==> config.mk <==
export PLATFORM = sky130hd
export DESIGN_NAME = ckrb_sequencer
export DESIGN_NICKNAME = d
export VERILOG_FILES = /design/src/rtl/ckrb_pkg.sv /design/src/rtl/ckrb_cursor.sv /design/src/rtl/ckrb_trigger.sv /design/src/rtl/ckrb_fault_cnt.sv /design/src/rtl/ckrb_sequencer.sv
export SDC_FILE = /design/constraint.sdc
export NUM_CORES = 1
export LEC_CHECK = 0
export CAP_MARGIN = 5
export CORE_MARGIN = 4
export CORE_UTILIZATION = 45
export DETAILED_ROUTE_END_ITERATION = 16
export GPL_TIMING_DRIVEN = 0
export PLACE_DENSITY = 0.72
export SYNTH_ARGS = -nofsm -noshare
export SYNTH_HDL_FRONTEND = slang
export SYNTH_SLANG_ARGS = --single-unit
==> constraint.sdc <==
create_clock -name clk -period 1.9 [get_ports clk]
set_input_delay 0.38 -clock clk [delete_from_list [all_inputs] [get_ports clk]]
set_output_delay 0.38 -clock clk [all_outputs]
set_load 0.01 [all_outputs]
==> src/rtl/ckrb_pkg.sv <==
package ckrb_pkg;

  typedef enum logic [2:0] {
    OP_READ    = 3'd0,
    OP_WRITE   = 3'd1,
    OP_UNMASK  = 3'd2,
    OP_MASK    = 3'd3,
    OP_CAPTURE = 3'd4,
    OP_RESTORE = 3'd5
  } frame_op_e;

  typedef enum logic [3:0] {
    ST_INIT,
    ST_C_UNMASK,
    ST_C_CAPT,
    ST_C_RD,
    ST_C_RSP,
    ST_C_SAVE,
    ST_C_MASK,
    ST_S_RD,
    ST_S_RSP,
    ST_R_LOAD,
    ST_R_WR,
    ST_R_UNMASK,
    ST_R_REST,
    ST_R_MASK,
    ST_FATAL
  } seq_state_e;

endpackage

==> src/rtl/ckrb_cursor.sv <==
module ckrb_cursor #(
  parameter int N_FRAMES = 4,
  localparam int IDX_W = (N_FRAMES > 1) ? $clog2(N_FRAMES) : 1
) (
  input  logic             clk,
  input  logic             rst_n,
  input  logic             clr,
  input  logic             adv,
  output logic [IDX_W-1:0] idx,
  output logic             last
);

  localparam logic [IDX_W-1:0] LAST_IDX = IDX_W'(N_FRAMES - 1);

  logic [IDX_W-1:0] idx_q;

  always_ff @(posedge clk) begin
    if (!rst_n || clr) begin
      idx_q <= '0;
    end else if (adv) begin
      idx_q <= (idx_q == LAST_IDX) ? '0 : idx_q + IDX_W'(1);
    end
  end

  assign idx  = idx_q;
  assign last = (idx_q == LAST_IDX);


  wrap_chk: assert property (@(posedge clk) disable iff (!rst_n)
    (adv && !clr && last) |=> (idx == '0));


  step_chk: assert property (@(posedge clk) disable iff (!rst_n)
    (adv && !clr && !last) |=> (idx == $past(idx) + IDX_W'(1)));

endmodule

==> src/rtl/ckrb_trigger.sv <==
module ckrb_trigger #(
  parameter int PERIOD = 1000,
  localparam int TW = $clog2(PERIOD + 1)
) (
  input  logic clk,
  input  logic rst_n,
  input  logic run,
  input  logic req,
  input  logic clr,
  output logic pend
);

  localparam logic [TW-1:0] TLAST = TW'(PERIOD - 1);

  logic [TW-1:0] tmr_q;
  logic          pend_q;

  always_ff @(posedge clk) begin
    if (!rst_n || clr) begin
      tmr_q  <= '0;
      pend_q <= 1'b0;
    end else begin
      if (req) pend_q <= 1'b1;
      if (run && !pend_q) begin
        if (tmr_q == TLAST) pend_q <= 1'b1;
        else                tmr_q  <= tmr_q + TW'(1);
      end
    end
  end

  assign pend = pend_q;


  pend_hold_chk: assert property (@(posedge clk) disable iff (!rst_n)
    (pend && !clr) |=> pend);


  cancel_chk: assert property (@(posedge clk) disable iff (!rst_n)
    clr |=> !pend);

endmodule

==> src/rtl/ckrb_fault_cnt.sv <==
module ckrb_fault_cnt #(
  parameter int CNT_W = 16
) (
  input  logic             clk,
  input  logic             rst_n,
  input  logic             inc,
  output logic [CNT_W-1:0] cnt
);

  logic [CNT_W-1:0] cnt_q;

  always_ff @(posedge clk) begin
    if (!rst_n)                 cnt_q <= '0;
    else if (inc && ~&cnt_q)    cnt_q <= cnt_q + CNT_W'(1);
  end

  assign cnt = cnt_q;


  cnt_step_chk: assert property (@(posedge clk) disable iff (!rst_n)
    (inc && ~&cnt) |=> (cnt == $past(cnt) + CNT_W'(1)));


  cnt_hold_chk: assert property (@(posedge clk) disable iff (!rst_n)
    (!inc || &cnt) |=> $stable(cnt));

endmodule

==> src/rtl/ckrb_sequencer.sv <==
module ckrb_sequencer
  import ckrb_pkg::*;
#(
  parameter int N_FRAMES = 4,
  parameter int SYN_W    = 12,
  parameter int PERIOD   = 1000,
  parameter int CNT_W    = 16,
  localparam int IDX_W = (N_FRAMES > 1) ? $clog2(N_FRAMES) : 1
) (
  input  logic             clk,
  input  logic             rst_n,
  input  logic             ckpt_req,
  output logic             fa_valid,
  input  logic             fa_ready,
  output logic [2:0]       fa_op,
  output logic [IDX_W-1:0] fa_idx,
  input  logic             rb_valid,
  output logic             rb_ready,
  input  logic [SYN_W-1:0] rb_syndrome,
  input  logic             rb_golden_ok,
  output logic             st_valid,
  input  logic             st_ready,
  output logic             st_save,
  output logic             st_bank,
  output logic [IDX_W-1:0] st_idx,
  output logic             busy,
  output logic             ckpt_valid,
  output logic             rec_done,
  output logic [CNT_W-1:0] fault_cnt,
  output logic             fatal
);

  seq_state_e       state_q, state_d;
  logic [IDX_W-1:0] sidx, xidx;
  logic             slast, xlast;
  logic             s_adv, x_adv;
  logic             pend, trig_clr, scanning;
  logic             bad_q, good_q, valid_q, rdone_q;
  logic             frame_bad, scan_rsp, scan_fault;

  assign frame_bad  = (rb_syndrome != '0);
  assign scan_rsp   = (state_q == ST_S_RSP) && rb_valid;
  assign scan_fault = scan_rsp && frame_bad;
  assign scanning   = (state_q == ST_S_RD) || (state_q == ST_S_RSP);

  ckrb_cursor #(.N_FRAMES(N_FRAMES)) scan_cur_i (
    .clk(clk), .rst_n(rst_n), .clr(1'b0), .adv(s_adv), .idx(sidx), .last(slast)
  );

  ckrb_cursor #(.N_FRAMES(N_FRAMES)) xfer_cur_i (
    .clk(clk), .rst_n(rst_n), .clr(state_q == ST_INIT), .adv(x_adv),
    .idx(xidx), .last(xlast)
  );

  ckrb_trigger #(.PERIOD(PERIOD)) trig_i (
    .clk(clk), .rst_n(rst_n), .run(scanning), .req(ckpt_req),
    .clr(trig_clr), .pend(pend)
  );

  ckrb_fault_cnt #(.CNT_W(CNT_W)) fcnt_i (
    .clk(clk), .rst_n(rst_n), .inc(scan_fault), .cnt(fault_cnt)
  );

  assign s_adv = scan_rsp;
  assign x_adv = ((state_q == ST_C_SAVE) && st_ready) ||
                 ((state_q == ST_R_WR) && fa_ready);

  // snapshot or rollback start cancels anything pending
  assign trig_clr = (state_q == ST_INIT) ||
                    (scan_rsp && (frame_bad || pend)) ||
                    ((state_q == ST_R_MASK) && fa_ready);

  always_comb begin
    state_d = state_q;
    unique case (state_q)
      ST_INIT:     state_d = ST_C_UNMASK;
      ST_C_UNMASK: if (fa_ready) state_d = ST_C_CAPT;
      ST_C_CAPT:   if (fa_ready) state_d = ST_C_RD;
      ST_C_RD:     if (fa_ready) state_d = ST_C_RSP;
      ST_C_RSP:    if (rb_valid) state_d = ST_C_SAVE;
      ST_C_SAVE:   if (st_ready) state_d = xlast ? ST_C_MASK : ST_C_RD;
      ST_C_MASK:   if (fa_ready) state_d = ST_S_RD;
      ST_S_RD:     if (fa_ready) state_d = ST_S_RSP;
      ST_S_RSP: begin
        if (rb_valid) begin
          if (frame_bad)  state_d = valid_q ? ST_R_LOAD : ST_FATAL;
          else if (pend)  state_d = ST_C_UNMASK;
          else            state_d = ST_S_RD;
        end
      end
      ST_R_LOAD:   if (st_ready) state_d = ST_R_WR;
      ST_R_WR:     if (fa_ready) state_d = xlast ? ST_R_UNMASK : ST_R_LOAD;
      ST_R_UNMASK: if (fa_ready) state_d = ST_R_REST;
      ST_R_REST:   if (fa_ready) state_d = ST_R_MASK;
      ST_R_MASK:   if (fa_ready) state_d = ST_C_UNMASK;
      ST_FATAL:    state_d = ST_FATAL;
      default:     state_d = ST_INIT;
    endcase
  end

  always_ff @(posedge clk) begin
    if (!rst_n) begin
      state_q <= ST_INIT;
      bad_q   <= 1'b0;
      good_q  <= 1'b1;
      valid_q <= 1'b0;
      rdone_q <= 1'b0;
    end else begin
      state_q <= state_d;
      rdone_q <= (state_q == ST_R_MASK) && fa_ready;
      if (state_q == ST_C_CAPT) begin
        bad_q <= 1'b0;
      end else if ((state_q == ST_C_RSP) && rb_valid &&
                   (frame_bad || !rb_golden_ok)) begin
        bad_q <= 1'b1;
      end
      if ((state_q == ST_C_MASK) && fa_ready && !bad_q) begin
        good_q  <= ~good_q;
        valid_q <= 1'b1;
      end
    end
  end

  always_comb begin
    fa_valid = 1'b1;
    fa_op    = OP_READ;
    fa_idx   = '0;
    unique case (state_q)
      ST_C_UNMASK, ST_R_UNMASK: fa_op = OP_UNMASK;
      ST_C_MASK, ST_R_MASK:     fa_op = OP_MASK;
      ST_C_CAPT:                fa_op = OP_CAPTURE;
      ST_R_REST:                fa_op = OP_RESTORE;
      ST_C_RD:                  fa_idx = xidx;
      ST_S_RD:                  fa_idx = sidx;
      ST_R_WR: begin
        fa_op  = OP_WRITE;
        fa_idx = xidx;
      end
      default:                  fa_valid = 1'b0;
    endcase
  end

  assign st_valid   = (state_q == ST_C_SAVE) || (state_q == ST_R_LOAD);
  assign st_save    = (state_q == ST_C_SAVE);
  assign st_bank    = st_save ? ~good_q : good_q;
  assign st_idx     = xidx;
  assign rb_ready   = (state_q == ST_C_RSP) || (state_q == ST_S_RSP);
  assign busy       = !(scanning || (state_q == ST_FATAL));
  assign fatal      = (state_q == ST_FATAL);
  assign ckpt_valid = valid_q;
  assign rec_done   = rdone_q;


  fa_stable_chk: assert property (@(posedge clk) disable iff (!rst_n)
    (fa_valid && !fa_ready) |=> (fa_valid && $stable(fa_op) && $stable(fa_idx)));


  st_stable_chk: assert property (@(posedge clk) disable iff (!rst_n)
    (st_valid && !st_ready) |=>
      (st_valid && $stable(st_save) && $stable(st_bank) && $stable(st_idx)));


  always_comb begin
    port_excl_chk: assert (!(fa_valid && st_valid));
  end


  fatal_sticky_chk: assert property (@(posedge clk) disable iff (!rst_n)
    fatal |=> (fatal && !fa_valid && !st_valid));


  fatal_entry_chk: assert property (@(posedge clk) disable iff (!rst_n)
    (scan_fault && !ckpt_valid) |=> fatal);


  rec_pulse_chk: assert property (@(posedge clk) disable iff (!rst_n)
    rec_done |=> !rec_done);


  rec_then_ckpt_chk: assert property (@(posedge clk) disable iff (!rst_n)
    rec_done |-> (fa_valid && fa_op == OP_UNMASK));


  valid_sticky_chk: assert property (@(posedge clk) disable iff (!rst_n)
    ckpt_valid |=> ckpt_valid);

endmodule

Word level (Yosys, flattened, before mapping)
Index checks and enable logic that the tools add are counted.

Flip-flop bits (word level): 39. Input port bits: 19. Logic and storage cells: 114.

Add/sub/neg operators: 4. Equality and inequality tests: 30. Multiplexer cells: 28. Bitwise operators: 3. Reduce and logical (&&, ||, !) cells: 39.

Operators with widths (number): one-hot mux 4 bit (15 select lines) (1); 2-to-1 mux 4 bit (14); equality test 4 bit (second input constant) (7); != test 2 bit (second input constant) (13); adder 16 x 1 -> 16 bit (second input constant) (1); equality test 4 x 3 -> 1 bit (second input constant) (4); AND reduction 16 bit (1); one-hot mux 3 bit (5 select lines) (1); AND reduction 13 bit (1); logical AND 1 bit (12); nonzero test 12 bit (1); logical OR 1 bit (11); adder 10 x 1 -> 10 bit (second input constant) (1); equality test 10 bit (second input constant) (1); 2-to-1 mux 3 bit (3); OR reduction 9 bit (1); equality test 4 x 2 -> 1 bit (second input constant) (2); OR reduction 2 bit (4); zero test 1 bit (6); 2-to-1 mux 2 bit (3); 2-to-1 mux 1 bit (5); adder 2 x 1 -> 2 bit (second input constant) (2); equality test 2 bit (second input constant) (2); equality test 4 x 1 -> 1 bit (second input constant) (1); 4 further kinds (6).

Depth between registers and ports, before layout
Word-level depth: 6. Gate-level depth with buffers: 7. Mapped depth without buffers: 6.

Cells and area by module
A second synthesis with hierarchy kept.

Cell total of the unflattened synthesis: 293. Area, all modules: 2363.5 um2.

Modules (own cells, without submodules): ckrb_sequencer (instances 1, cells an instance 121, area each 815.8 um2, seq. area each 160.2 um2); ckrb_fault_cnt (instances 1, cells an instance 95, area each 799.5 um2, seq. area each 320.3 um2); ckrb_trigger (instances 1, cells an instance 59, area each 555.5 um2, seq. area each 220.2 um2); ckrb_cursor (instances 2, cells an instance 9, area each 96.3 um2, seq. area each 40.0 um2).

Least setup slack after synthesis
Ideal clock, no wire load.

Path type: in2reg. From: input port rb_syndrome[6]. To: register fcnt_i.cnt_q[12], in the netlist fcnt_i.cnt[12]. Library setup time: 0.115 ns. Arrival time: 1.820 ns. Required time: 1.785 ns. Slack: -0.036 ns. Stages on the path: 6. Path buffers: 1. Path through: or4_1 > o311ai_4 > buf_6 > nor2_1 > a21o_1 > and3_1.

Cells in the longest elaborated chain, start to end: 3.

Ends and longest elaborated chain: from (decl) (line ckrb_sequencer.sv:19) `input logic [SYN_W-1:0] rb_syndrome,`; nonzero test 12 bit (line ckrb_sequencer.sv:41) `assign frame_bad = (rb_syndrome != '0);`; logical AND 1 bit (line ckrb_sequencer.sv:43) `assign scan_fault = scan_rsp && frame_bad;`; logical AND 1 bit (line ckrb_fault_cnt.sv:14) `else if (inc && ~&cnt_q) cnt_q <= cnt_q + CNT_W'(1);`; to (signal assigned) (line ckrb_fault_cnt.sv:14); to (decl) (line ckrb_fault_cnt.sv:10) `logic [CNT_W-1:0] cnt_q;`.

Every way passes these cells. A chain may end at the register's enable or synchronous reset.

Worst setup path in the final report
From: register state_q[0]. To: register fcnt_i.cnt_q[11], in the netlist fcnt_i.cnt[11].

Cells in the longest elaborated chain, start to end: 4.

Ends and longest elaborated chain: from (decl) (line ckrb_sequencer.sv:33) `seq_state_e state_q, state_d;`; from (signal assigned) (line ckrb_sequencer.sv:109) `state_q <= state_d;`; equality test 4 bit (line ckrb_sequencer.sv:42) `assign scan_rsp = (state_q == ST_S_RSP) && rb_valid;`; logical AND 1 bit (line ckrb_sequencer.sv:42); logical AND 1 bit (line ckrb_sequencer.sv:43); logical AND 1 bit (line ckrb_fault_cnt.sv:14).

Every way passes these cells.

==> key figures <==
Clocking
  – CTS Buf Count: 5
  – H-tree depth: 2
  – Hold buffers post-CTS: 0
  – CTS Buffer Depth: 2
  – Clock-pin slew on the worst setup and hold paths: around 80 ps
  – Clk_lat worst skew: just under 300 ps
  – CTS tree: done
  – CTS Root Cell: clkbuf_8
  – Sink Count: 39

Power
  – Clock power frac: 0.230
  – Logic pwr share: 0.392
  – Pleak: 0.00130 uW
  – Max IR drop VDD: 0.435 mV
  – Register share of total power: 0.379
  – Switch Pwr: 854 uW
  – Power Internal: around 1600 uW
  – Sw Share: 0.355
  – PwrDens: 693 mW/mm^2

Layout
  – Most common cell after layout, fill and taps aside: dfxtp_1
  – Share of cells above drive strength 1: 0.290
  – N_diodes: 0
  – Commonest cells after routing, fill and taps aside: 35 x dfxtp_1, 33 x nor2_1, 29 x nand2_1, 27 x buf_4, 26 x clkdlybuf4s50_1
  – Nets: roughly 390
  – Area growth from synthesis to final layout: 49.2%
  – Layout Cells excl Fill: 436

STA
  – Final Cycle Share: 1.05
  – Unrepaired setup endpoints after global routing: yes
  – Rel. slew slack: 0.662
  – Final min period: around 2000 ps
  – Final worst slack: -95.0 ps
  – FMAX: 501 MHz
  – Final setup TNS: -422 ps
  – Pins over their slew limit: 0
  – Final hold vios: 0
  – Worst-Margin Slew: 505 ps
  – Setup violators final: 8
  – Worst Skew: 9.87 ps

Logic synthesis
  – Mapped Cells: 285
  – Mean Syn Cell Area: 8.16 sq um
  – Synth Flop Type: dfxtp_1
  – Yosys synthesis warning count: 0
  – FF+latch count, synth: 39
  – Synthesized cell area: between 0.002 and 0.0025 sq mm
  – Syn_nets: around 310
  – EDFF count, synth: 0
  – Post-synthesis sequential area ratio: 0.336
  – Netlist cell types: 55
  – Top cell type's share of synthesized area: 0.336
  – Asr flop ratio synth: 0
  – Area leader, netlist: dfxtp_1
  – Area contributors post-synth: dfxtp_1 34%, nor2_1 6.1%, nand2_1 5.0%

Outcome
  – Outcome: complete, but fails checks
  – Failing checks: setup timing

Job
  – Max capacitance violation total: 0

Global routing
  – Remaining Overflow, GRT: 0
  – Initial antenna violation count: 0
  – Number of global-route vias before repair: 2279
  – Total GRT Usage: 0.210
  – Largest net degree at the start of global routing: 13
  – Global-route wire length before repair: 10900 um

Setup path
  – CP Launch Point: state_q[0]$_SDFFE_PN0P_
  – Worst setup path class: register to register
  – Worst Path Max Fanout: 6
  – Worst setup SP type: register
  – Critical Path AT: 2220 ps
  – Required time worst endpoint: between 2000 and 2500 ps
  – Reg-to-reg startpoint: state_q[0]$_SDFFE_PN0P_
  – Setup crit end kind: register

Place
  – Placed Cells: 402
  – Hpwl dp: 4400 um
  – Dpl ws: -547 ps
  – I/O Buffers: 50
  – Final Wtd Congestion: 0.858

Floorplan
  – Die footprint: ~0.0064 sq mm
  – Initial Utilization: 0.480
  – Chip Height: 79.9 um
  – Core Region: 0.00485 sq mm
  – I/O pin total: slightly above 50
  – Rows: 25
  – Die W: 79.9 um

Min path
  – Min-delay worst type: register to register
  – Hold Path Origin: trig_i.tmr_q[1]$_SDFFE_PP0P_

Route
  – DRT antenna net count: 0
  – First-pass detailed-route iteration total: 5
  – DR WL/cell: ~16 um
  – Initial DRC Count: 248
  – WL final: slightly below 7000 um
  – Vias per cell: 5.64
  – Total number of vias: 2458
  – Drc violations: 0
==> stage by stage <==
step	instance area (sq um)	hold slack [ps]	power (uW)	util
6_report	3470	478	2410	0.716
4_1_cts	3230	475	2310	0.666
3_5_place_dp	2920	464	1650	0.603
2_1_floorplan	2340	449	1400	-
5_1_grt	3470	514	2520	0.716
3_3_place_gp	2920	462	1650	0.603
==> critical path, stage by stage, from the launching register on <==
cell	delay (ps)
dfxtp_4	380
buf_6	120
nor4b_4	260
buf_4	180
o311ai_4	120
buf_4	170
nor3b_4	300
and3_4	230
mux2i_1	170
==> cell usage after synthesis (2+ instances only) <==
| master | instances |
|---|---|
| xnor2_1 | 11 |
| a311oi_1 | 2 |
| nand4_1 | 10 |
| a31oi_1 | 2 |
| o21ai_0 | 7 |
| nor2_1 | 38 |
| buf_6 | 2 |
| or3_1 | 2 |
| nand3_1 | 9 |
| dfxtp_1 | 39 |
| and4_1 | 3 |
| o32ai_1 | 2 |
| xor2_1 | 8 |
| inv_1 | 4 |
| ha_1 | 4 |
| and3_1 | 10 |
| nand2_1 | 31 |
| clkbuf_1 | 8 |
| or4_4 | 2 |
| nand2b_1 | 12 |
| a21oi_1 | 13 |
| a21o_1 | 4 |
| a211oi_1 | 3 |
| nor4_1 | 4 |
| o31ai_1 | 3 |
| and2_1 | 6 |
| or4_1 | 2 |
| a31o_2 | 2 |
| nor3_1 | 9 |
| mux2i_1 | 8 |
==> state kept, by name (all words and copies together), names as in the netlist <==
name and cells:
trig_i.pend 1, state_q 4, fcnt_i.cnt 16, xfer_cur_i.idx 2, rec_done 1, good_q 1, trig_i.tmr_q 10, bad_q 1
scan_cur_i.idx 2, ckpt_valid 1
==> layout make-up <==
class,instances,area [sq um]
fill,386,1380
buffer,11,124
multi-input combinational,228,1680
clock buffer,5,68.8
timing repair buffer,78,688
inverter,5,18.8
tap,67,83.8
clock inverter,3,15.0
sequential,39,793
==> power by group through the flow <==
stage | combinational [uW] | sequential, uW | clock (uW)
floorplan | 500 | 897 | 0
global placement | 750 | 902 | 0
detailed placement | 749 | 906 | 0
CTS | 863 | 892 | 559
global route | 1010 | 917 | 588
finish | 942 | 911 | 553
==> what timing repair did <==
item,4_1_cts,5_1_grt
resized for setup,97,45
setup buffers,11,16
endpoints found under the setup margin,43,39
cloned,1,1
pin swaps,21,34
==> cell families after synthesis <==
kind of cell	Yosys count	share of synthesized area
xor+xnor	19	0.0715
flops	39	0.336
simple gates	148	0.343
fa+ha+maj	4	0.0215
buf+inv	18	0.0376
mux	9	0.0393
compound gates	48	0.151
==> metal layers <==
layer  GRT usage  wire length (um)  vias up
met4      0.0439                46        0
met3      0.0361               327        6
li1            -                 -     1191
met5           0                 0        -
met2       0.347              3430       73
met1       0.286              3110     1188
==> final timing paths <==
kind	endpoint	slack, ps	cells past startpoint
setup / recovery	fcnt_i.cnt[11]$_SDFFE_PN0P_	-100	8
hold / removal	trig_i.tmr_q[1]$_SDFFE_PP0P_	480	2
setup reg to reg	fcnt_i.cnt[11]$_SDFFE_PN0P_	-100	8
hold reg to reg	trig_i.tmr_q[1]$_SDFFE_PP0P_	480	2
Note: power is estimated with default switching activity, not from simulation.
